### src/rtl/pf_hint_pkg.sv
package pf_hint_pkg;
  typedef enum logic [2:0] {
    SH_LSL = 3'd0,
    SH_LSR = 3'd1,
    SH_ASR = 3'd2,
    SH_ROR = 3'd3,
    SH_RRX = 3'd4
  } sh_mode_e;
endpackage

### src/rtl/pf_hint_shifter.sv
module pf_hint_shifter #(
  parameter int DW   = 32,
  parameter int SH_W = $clog2(DW) + 1
) (
  input  logic [DW-1:0]   rm,
  input  logic [2:0]      mode,
  input  logic [SH_W-1:0] amt,
  input  logic            carry_in,
  output logic [DW-1:0]   res,
  output logic            legal
);
  import pf_hint_pkg::*;

  localparam logic [SH_W-1:0] AMT_MAX  = SH_W'(DW);
  localparam logic [SH_W-1:0] AMT_TOP  = SH_W'(DW - 1);
  localparam logic [SH_W-1:0] AMT_ZERO = '0;

  logic [SH_W-1:0] inv_amt;
  assign inv_amt = AMT_MAX - amt;

  always_comb begin
    res   = rm;
    legal = 1'b0;
    case (sh_mode_e'(mode))
      SH_LSL: begin
        legal = (amt <= AMT_TOP);
        res   = rm << amt;
      end
      SH_LSR: begin
        legal = (amt != AMT_ZERO) && (amt <= AMT_MAX);
        res   = rm >> amt;
      end
      SH_ASR: begin
        legal = (amt != AMT_ZERO) && (amt <= AMT_MAX);
        res   = DW'($signed(rm) >>> amt);
      end
      SH_ROR: begin
        legal = (amt != AMT_ZERO) && (amt <= AMT_TOP);
        res   = (rm >> amt) | (rm << inv_amt);
      end
      SH_RRX: begin
        legal = 1'b1;
        res   = {carry_in, rm[DW-1:1]};
      end
      default: begin
        legal = 1'b0;
        res   = rm;
      end
    endcase
  end
endmodule

### src/rtl/pf_hint_addsub.sv
module pf_hint_addsub #(
  parameter int DW    = 32,
  parameter int IMM_W = 12
) (
  input  logic [DW-1:0]    base,
  input  logic             off_is_reg,
  input  logic             off_neg,
  input  logic [IMM_W-1:0] imm,
  input  logic [DW-1:0]    reg_off,
  output logic [DW-1:0]    addr
);
  logic [DW-1:0] off;

  assign off  = off_is_reg ? reg_off : {{(DW-IMM_W){1'b0}}, imm};
  assign addr = off_neg ? (base - off) : (base + off);
endmodule

### src/rtl/pf_hint_agu.sv
module pf_hint_agu #(
  parameter int DW    = 32,
  parameter int IMM_W = 12,
  parameter int SH_W  = $clog2(DW) + 1
) (
  input  logic             clk,
  input  logic             rst_n,
  input  logic             req_valid,
  output logic             req_ready,
  input  logic [DW-1:0]    base,
  input  logic             off_is_reg,
  input  logic             off_neg,
  input  logic [IMM_W-1:0] imm,
  input  logic [DW-1:0]    rm,
  input  logic [2:0]       sh_mode,
  input  logic [SH_W-1:0]  sh_amt,
  input  logic             carry_in,
  output logic             hint_valid,
  input  logic             hint_ready,
  output logic [DW-1:0]    hint_addr,
  output logic             cfg_err
);
  logic [DW-1:0] sh_res;
  logic          sh_legal;
  logic          req_legal;
  logic [DW-1:0] next_addr;
  logic          take;

  pf_hint_shifter #(.DW(DW), .SH_W(SH_W)) u_shift (
    .rm       (rm),
    .mode     (sh_mode),
    .amt      (sh_amt),
    .carry_in (carry_in),
    .res      (sh_res),
    .legal    (sh_legal)
  );

  pf_hint_addsub #(.DW(DW), .IMM_W(IMM_W)) u_add (
    .base       (base),
    .off_is_reg (off_is_reg),
    .off_neg    (off_neg),
    .imm        (imm),
    .reg_off    (sh_res),
    .addr       (next_addr)
  );

  assign req_legal = !off_is_reg || sh_legal;
  assign req_ready = !hint_valid || hint_ready;
  assign take      = req_valid && req_ready;

  always_ff @(posedge clk) begin
    if (!rst_n) begin
      hint_valid <= 1'b0;
      hint_addr  <= '0;
      cfg_err    <= 1'b0;
    end else begin
      cfg_err <= take && !req_legal;
      if (take && req_legal) begin
        hint_valid <= 1'b1;
        hint_addr  <= next_addr;
      end else if (hint_ready) begin
        hint_valid <= 1'b0;
      end
    end
  end
endmodule

### config.mk
export PLATFORM = sky130hd
export DESIGN_NAME = pf_hint_agu
export DESIGN_NICKNAME = d
export VERILOG_FILES = /design/src/rtl/pf_hint_pkg.sv /design/src/rtl/pf_hint_shifter.sv /design/src/rtl/pf_hint_addsub.sv /design/src/rtl/pf_hint_agu.sv
export SDC_FILE = /design/constraint.sdc
export NUM_CORES = 1
export LEC_CHECK = 0
export BUFFER_PORTS_ARGS = -buffer_cell sky130_fd_sc_hd__buf_4
export CAP_MARGIN = 10
export CELL_PAD_IN_SITES_DETAIL_PLACEMENT = 1
export CELL_PAD_IN_SITES_GLOBAL_PLACEMENT = 1
export CORE_MARGIN = 2
export CORE_UTILIZATION = 30
export CTS_CLUSTER_SIZE = 8
export DETAILED_ROUTE_END_ITERATION = 8
export PLACE_DENSITY = 0.56
export RECOVER_POWER = 50
export SYNTH_ARGS = -nofsm -noshare
export SYNTH_HDL_FRONTEND = slang
export SYNTH_HIERARCHICAL = 1
export SYNTH_SLANG_ARGS = --single-unit
### constraint.sdc
create_clock -name clk -period 9.3 [get_ports clk]
set_input_delay 1.86 -clock clk [delete_from_list [all_inputs] [get_ports clk]]
set_output_delay 1.86 -clock clk [all_outputs]
set_load 0.005 [all_outputs]
Word level (Yosys, flattened, before mapping)
Cells that the tools add are included.

operators by class
  add/subtract/negate cells = 3
  $lt $le $gt $ge = 2
  equal/unequal tests = 4
  shift operators = 4
  muxes and demuxes = 6
  bitwise gates (word level) = 1
  reduce and logical (&&, ||, !) cells = 14

operators by type and width
  cell                   count
  $pmux W32 S5           1
  $mux W32               2
  $shl A32 B6 Y32        2
  $add A32 B32 Y32       1
  $or A32 B32 Y32        1
  $shr A32 B6 Y32        1
  $sshr A32 B6 Y32       1
  $sub A32 B32 Y32       1
  $eq A3 B2 Y1 const B   2
  $le A6 B5 Y1 const B   1
  $le A6 B6 Y1 const B   1
  $reduce_bool A6 Y1     1
  $sub A6 B6 Y6 const A  1
  $logic_and A1 B1 Y1    5
  $pmux W1 S4            1
  $eq A3 B1 Y1 const B   1
  $eq A3 B3 Y1 const B   1
  $logic_not A1 Y1       3
  $logic_not A3 Y1       1
  $logic_or A1 B1 Y1     2
  $mux W1                2
  $reduce_bool A2 Y1     1
  $reduce_or A2 Y1       1

storage, ports and cells
  flip-flop bits (word level) = 34
  input port bits = 92
  output and inout port bits = 35
  word-level logic and storage cells = 37

Longest topological paths before layout
  word-level depth = 7
  depth in mapped cells = 34

By module
Netlist, hierarchy kept.

by module, submodules not included
  module           instances  cells an instance  area an instance (µm²)  seq. area each (µm²)
  pf_hint_shifter  1          935                7051.8                  0.0
  pf_hint_addsub   1          425                2821.5                  0.0
  pf_hint_agu      1          147                1403.8                  680.7

Least setup slack after synthesis
OpenSTA, ideal clock, no wires.

  path type = input to register
  start = input sh_amt[0]
  end = register hint_addr[24]
  library setup time = 72 ps
  arrival time = 7658 ps
  required time = 9228 ps
  setup slack = 1570 ps
  cell stages on the path = 29
  path buffers = 7
  path through = buf_6 -> buf_6 -> inv_1 -> clkbuf_1 -> ha_1 -> inv_1 -> buf_1 -> buf_2 -> mux2i_1 -> nand3_1 -> a31oi_1 -> a311o_1 -> mux2_2 -> nor4_4 -> a21oi_1 -> or2_2 -> clkbuf_1 -> o211ai_1 -> ha_1 -> clkbuf_1 -> a21oi_1 -> o21ai_0 -> o311a_1 -> or3_1 -> a21oi_1 -> o21ba_1 -> xnor2_1 -> nand2_1 -> mux2i_1

on the way
  longest elaborated chain between the ends = 7
  elaborated cells on any way between the ends = 19
  those cells by class = add/sub (3); order compare (2); shift (4); mux (4); bitwise (1); reduce/logical (5)

RTL lines
  what                                                         line                   text
  from (decl)                                                  pf_hint_agu.sv:16      input logic [SH_W-1:0] sh_amt,
  $sub A6 B6 Y6                                                pf_hint_shifter.sv:19  assign inv_amt = AMT_MAX - amt;
  $shl A32 B6 Y32                                              pf_hint_shifter.sv:39  res = (rm >> amt) | (rm << inv_amt);
  $or A32 B32 Y32                                              pf_hint_shifter.sv:39
  $pmux W32 S5 (*)                                             pf_hint_shifter.sv:24  case (sh_mode_e'(mode))
  net sh_res[3]                                                pf_hint_agu.sv:23      logic [DW-1:0] sh_res;
  $mux W32 (*)                                                 pf_hint_addsub.sv:14   assign off = off_is_reg ? reg_off : {{(DW-IMM_W){1'b0}}, imm};
  $add A32 B32 Y32 / $sub A32 B32 Y32 (equally long branches)  pf_hint_addsub.sv:15   assign addr = off_neg ? (base - off) : (base + off);
  $mux W32 (*)                                                 pf_hint_addsub.sv:15
  net next_addr[24]                                            pf_hint_agu.sv:26      logic [DW-1:0] next_addr;
  to (signal assigned)                                         pf_hint_agu.sv:60      hint_addr <= next_addr;
  to (decl)                                                    pf_hint_agu.sv:20      output logic [DW-1:0] hint_addr,

Mark *: on every way through the listed nets, which the timed path passes. The rest lies on a longest branch.
A chain may end at the register's enable or synchronous reset.

Final worst setup path
  start = input sh_amt[1]
  end = register hint_addr[27]

The elaborated chain is that of the path after synthesis.

==> out/results.md <==
| Stage | Metric | Value |
|---|---|---|
| pwr | Static leakage | 4.82 nW |
| finish | Final standard cell count with taps included and fillers excluded | 2024 |
| sta | Period Utilization, post-route | 0.910 |
| die | Vertical die dimension | 198 µm |
| worst setup path | Largest fanout on the critical path | 41 |
| clock tree | Buffers inserted during post-CTS setup optimization | 0 |
| clock tree | Quantity of hold-fixing buffers added after cts | 0 |
| detailed routing | DRC violation count after routing | 0 |
| synth | Share of synthesized area occupied by flip-flops and latches | 0.0604 |
| pwr | Worst IR Drop VDD | 0.0582 mV |
| run | Number of maximum-capacitance violations | 0 |
| synth | Unique cell type count in the Yosys netlist | 103 |
| hold path | Min-Delay Path Class | register to register |
| clock tree | TritonCTS Buffers | 5 |
| synth | Synth Register Bits | 34 |
| pwr | Pint | 667 µW |
| die | Total die area | 0.0392 mm² |
| die | Core area | 0.0373 mm² |
| clock tree | Clock-pin slew on the worst setup and hold paths | 60 ps |
| place | Instance area at placement | 0.0125 mm² |
| sta | Final count of negative-setup-slack endpoints | 0 |
| worst setup path | Arr. time, crit path | 8680 ps |
| clock tree | Root buffer cell | clkbuf_16 |
| synth | Syn Area/Cell | 7.48 µm² |
| finish | Layout net count | 1674 |
| clock tree | Maximum root-to-sink buffer count | 2 |
| sta | Setup TNS | 0 ps |
| detailed routing | Detailed Route WL | 63900 µm |
| synth | Count of flip-flops with a built-in enable after synthesis | 0 |
| pwr | Switching share of power | 0.503 |
| die | Horizontal die dimension | 198 µm |
| worst setup path | Endpoint required time on the critical path | 9520 ps |
| die | Io pins | 127 |
| synth | Async set-or-reset flop fraction in the synthesized netlist | 0 |
| detailed routing | Average via count per standard cell | 6.61 |
| status | Result of the run | finished, final reports clean |
| die | Initial cell density of the core | 0.302 |
| grt | Via count of the first global-routing pass | 13.3k |
| worst setup path | Startpoint class of the critical path | input port |
| synth | Number of warnings printed during yosys synthesis | 6 |
| sta | Worst Hold Slack | 458 ps |
| pwr | Overall power | 1.34 mW |
| synth | Most used flip-flop cell after synthesis | dfxtp_1 |
| die | Number of standard-cell rows in the floorplan | 71 |
| place | Post-Place Worst Slack | 741 ps |
| sta | Minimum clock period | 8460 ps |
| sta | Setup repair after global routing missed its margin | false |
| grt | Maximum number of pins on one net before global-route repair | 67 |
| clock tree | Clock tree from TritonCTS | done |
| sta | Worst clock skew on the final layout | 8.24 ps |
| worst setup path | Worst setup path category | input port to register |
| clock tree | Worst-Skew Late Latency | 290 ps |
| clock tree | Resize count post-CTS | 0 |
| sta | Number of max-slew violations in the final report | 0 |
| place | Placer Congestion | 1.04 |
| finish | Final instance area | 0.0126 mm² |
| grt | Number of antenna violations at the first check in global routing | 0 |
| pwr | Power per standard cell area | 106 mW/mm² |
| finish | Share of layout cells above drive strength 1 | 0.223 |
| detailed routing | Per-cell routed wire length | 31.6 µm |
| detailed routing | Count of vias placed by the detailed router | 13.4k |
| detailed routing | Iteration count of the initial detailed-routing pass | 7 |
| place | Half-perimeter wire length after detailed placement | 48200 µm |
| grt | Global-route wire length before repair | 93400 µm |
| sta | Number of hold-slack violations in the final timing report | 0 |
| synth | Synthesized instance count | 1507 |
| synth | Cell area after synthesis | 0.0113 mm² |
| worst setup path | Critical Path End Type | register |
| finish | Final design utilization | 0.338 |
| grt | Overflow after GRT | 0 |
| pwr | Switching component of the power | 675 µW |
| place | Dpl cells | 2015 |
| sta | Worst slew slack as a fraction of its limit | 0.201 |
| detailed routing | Residual antenna-violating net count after detailed routing | 0 |
| synth | Synthesized netlist net count | 1633 |
| pwr | Proportion of power drawn by the clock network | 0.146 |
| sta | Actual slew at the worst max-slew pin | 1190 ps |
| sta | Final setup margin | 841 ps |
| pwr | Share of total power in sequential cells | 0.134 |
| pwr | Share of power burned in combinational logic | 0.720 |
| clock tree | Sinks on the clock net | 34 |
| place | IO Port Bufs | 126 |
| finish | Highest-count cells in the layout ignoring fill and taps | 158 x nand2_1, 158 x nor2_1, 144 x buf_4 |
| sta | Timing-limited maximum frequency | 0.118 GHz |
| detailed routing | Iter 0 DRT Violations | 1598 |
| grt | GRT Overall Usage | 0.322 |
| clock tree | Total number of H-tree levels | 2 |
| finish | Syn-to-layout area delta | 11.8% |
-- final timing paths --
path / start / cells past startpoint / endpoint / slack [ps]
setup / recovery: sh_amt[1] / 25 / hint_addr[27] / 840
hold / removal: hint_addr[25] / 2 / hint_addr[25] / 460
setup reg to reg: hint_valid / 4 / hint_addr[26] / 7790
hold reg to reg: hint_addr[25] / 2 / hint_addr[25] / 460
-- area by class of cell --
class	instances	area (µm²)
fillers	4568	24700
multi-input cells	1302	9730
repair buffers	179	1330
flip-flops and latches	34	681
well taps	474	593
clock buffers	5	125
inverters	26	97.6
clock inverters	3	40.0
diodes	1	2.50
-- critical path, cell delays in order --
cell,delay [ps]
buf_4,100
buf_4,420
mux2_2,420
mux4_2,570
o221ai_1,520
nand4_1,190
o32a_1,450
nor3_1,410
a32oi_1,230
nor3_1,450
and3_1,420
nor2_2,90
buf_4,170
o311ai_0,410
ha_1,390
a21oi_1,170
o21ai_0,200
a211oi_1,300
a21oi_1,100
o21ai_0,150
o21bai_1,100
a21oi_1,190
xnor2_1,140
nand2_1,70
mux2i_1,140
-- power by group through the flow --
| stage | clock, mW | sequential (mW) | combinational [mW] |
|---|---|---|---|
| after floorplan | 0 | 0.184 | 0.614 |
| after global placement | 0 | 0.183 | 0.943 |
| after detailed placement | 0 | 0.184 | 0.944 |
| after CTS | 0.200 | 0.181 | 0.949 |
| after global routing | 0.208 | 0.183 | 1.03 |
| final | 0.195 | 0.180 | 0.966 |
-- cells in the mapped netlist, types with 9 or more instances --
cell	number	area, µm²
a211oi_1	18	135
a21o_1	18	135
a21oi_1	109	546
a31oi_1	19	119
and3_1	13	81.3
buf_2	30	150
buf_6	15	169
clkbuf_1	82	308
dfxtp_1	34	681
ha_1	33	413
inv_1	23	86.3
mux2_2	68	766
mux2i_1	112	1120
mux4_2	49	1100
nand2_1	158	593
nand2b_1	18	113
nand3_1	38	190
nor2_1	158	593
nor2b_1	16	100
nor3_1	44	220
o211ai_1	11	82.6
o21a_1	20	150
o21ai_0	89	445
o221ai_1	9	78.8
o22ai_1	34	213
o31ai_1	11	82.6
o32a_1	12	120
o32ai_1	11	96.3
or2_2	12	75.1
or3_1	12	75.1
xnor2_1	31	272
xor2_1	14	123
-- flip-flops by register name, summed over array words and instances (netlist names) --
| register | flops |
|---|---|
| hint_valid | 1 |
| hint_addr | 32 |
| cfg_err | 1 |
-- metal layers --
metal,routed length [µm],part of all wire,GRT usage
met5,0,0,0
met4,2330,0.036,0.104
met3,5660,0.089,0.0492
met2,27500,0.43,0.491
met1,28400,0.44,0.462
-- kinds of logic (layout without fill, tap and decap cells) --
| family | after synthesis | count (layout) | synth area share |
|---|---|---|---|
| AO/OA/AOI/OAI | 454 | 454 | 0.271 |
| AND/OR/NAND/NOR | 528 | 528 | 0.227 |
| other | 0 | 1 | 0 |
| adder cells (fa/ha/maj) | 34 | 34 | 0.0384 |
| XOR/XNOR | 46 | 46 | 0.0364 |
| multiplexers | 240 | 240 | 0.288 |
| flip-flops | 34 | 34 | 0.0604 |
| buffers and inverters | 171 | 213 | 0.0790 |
(Power assumes the default switching activity.)
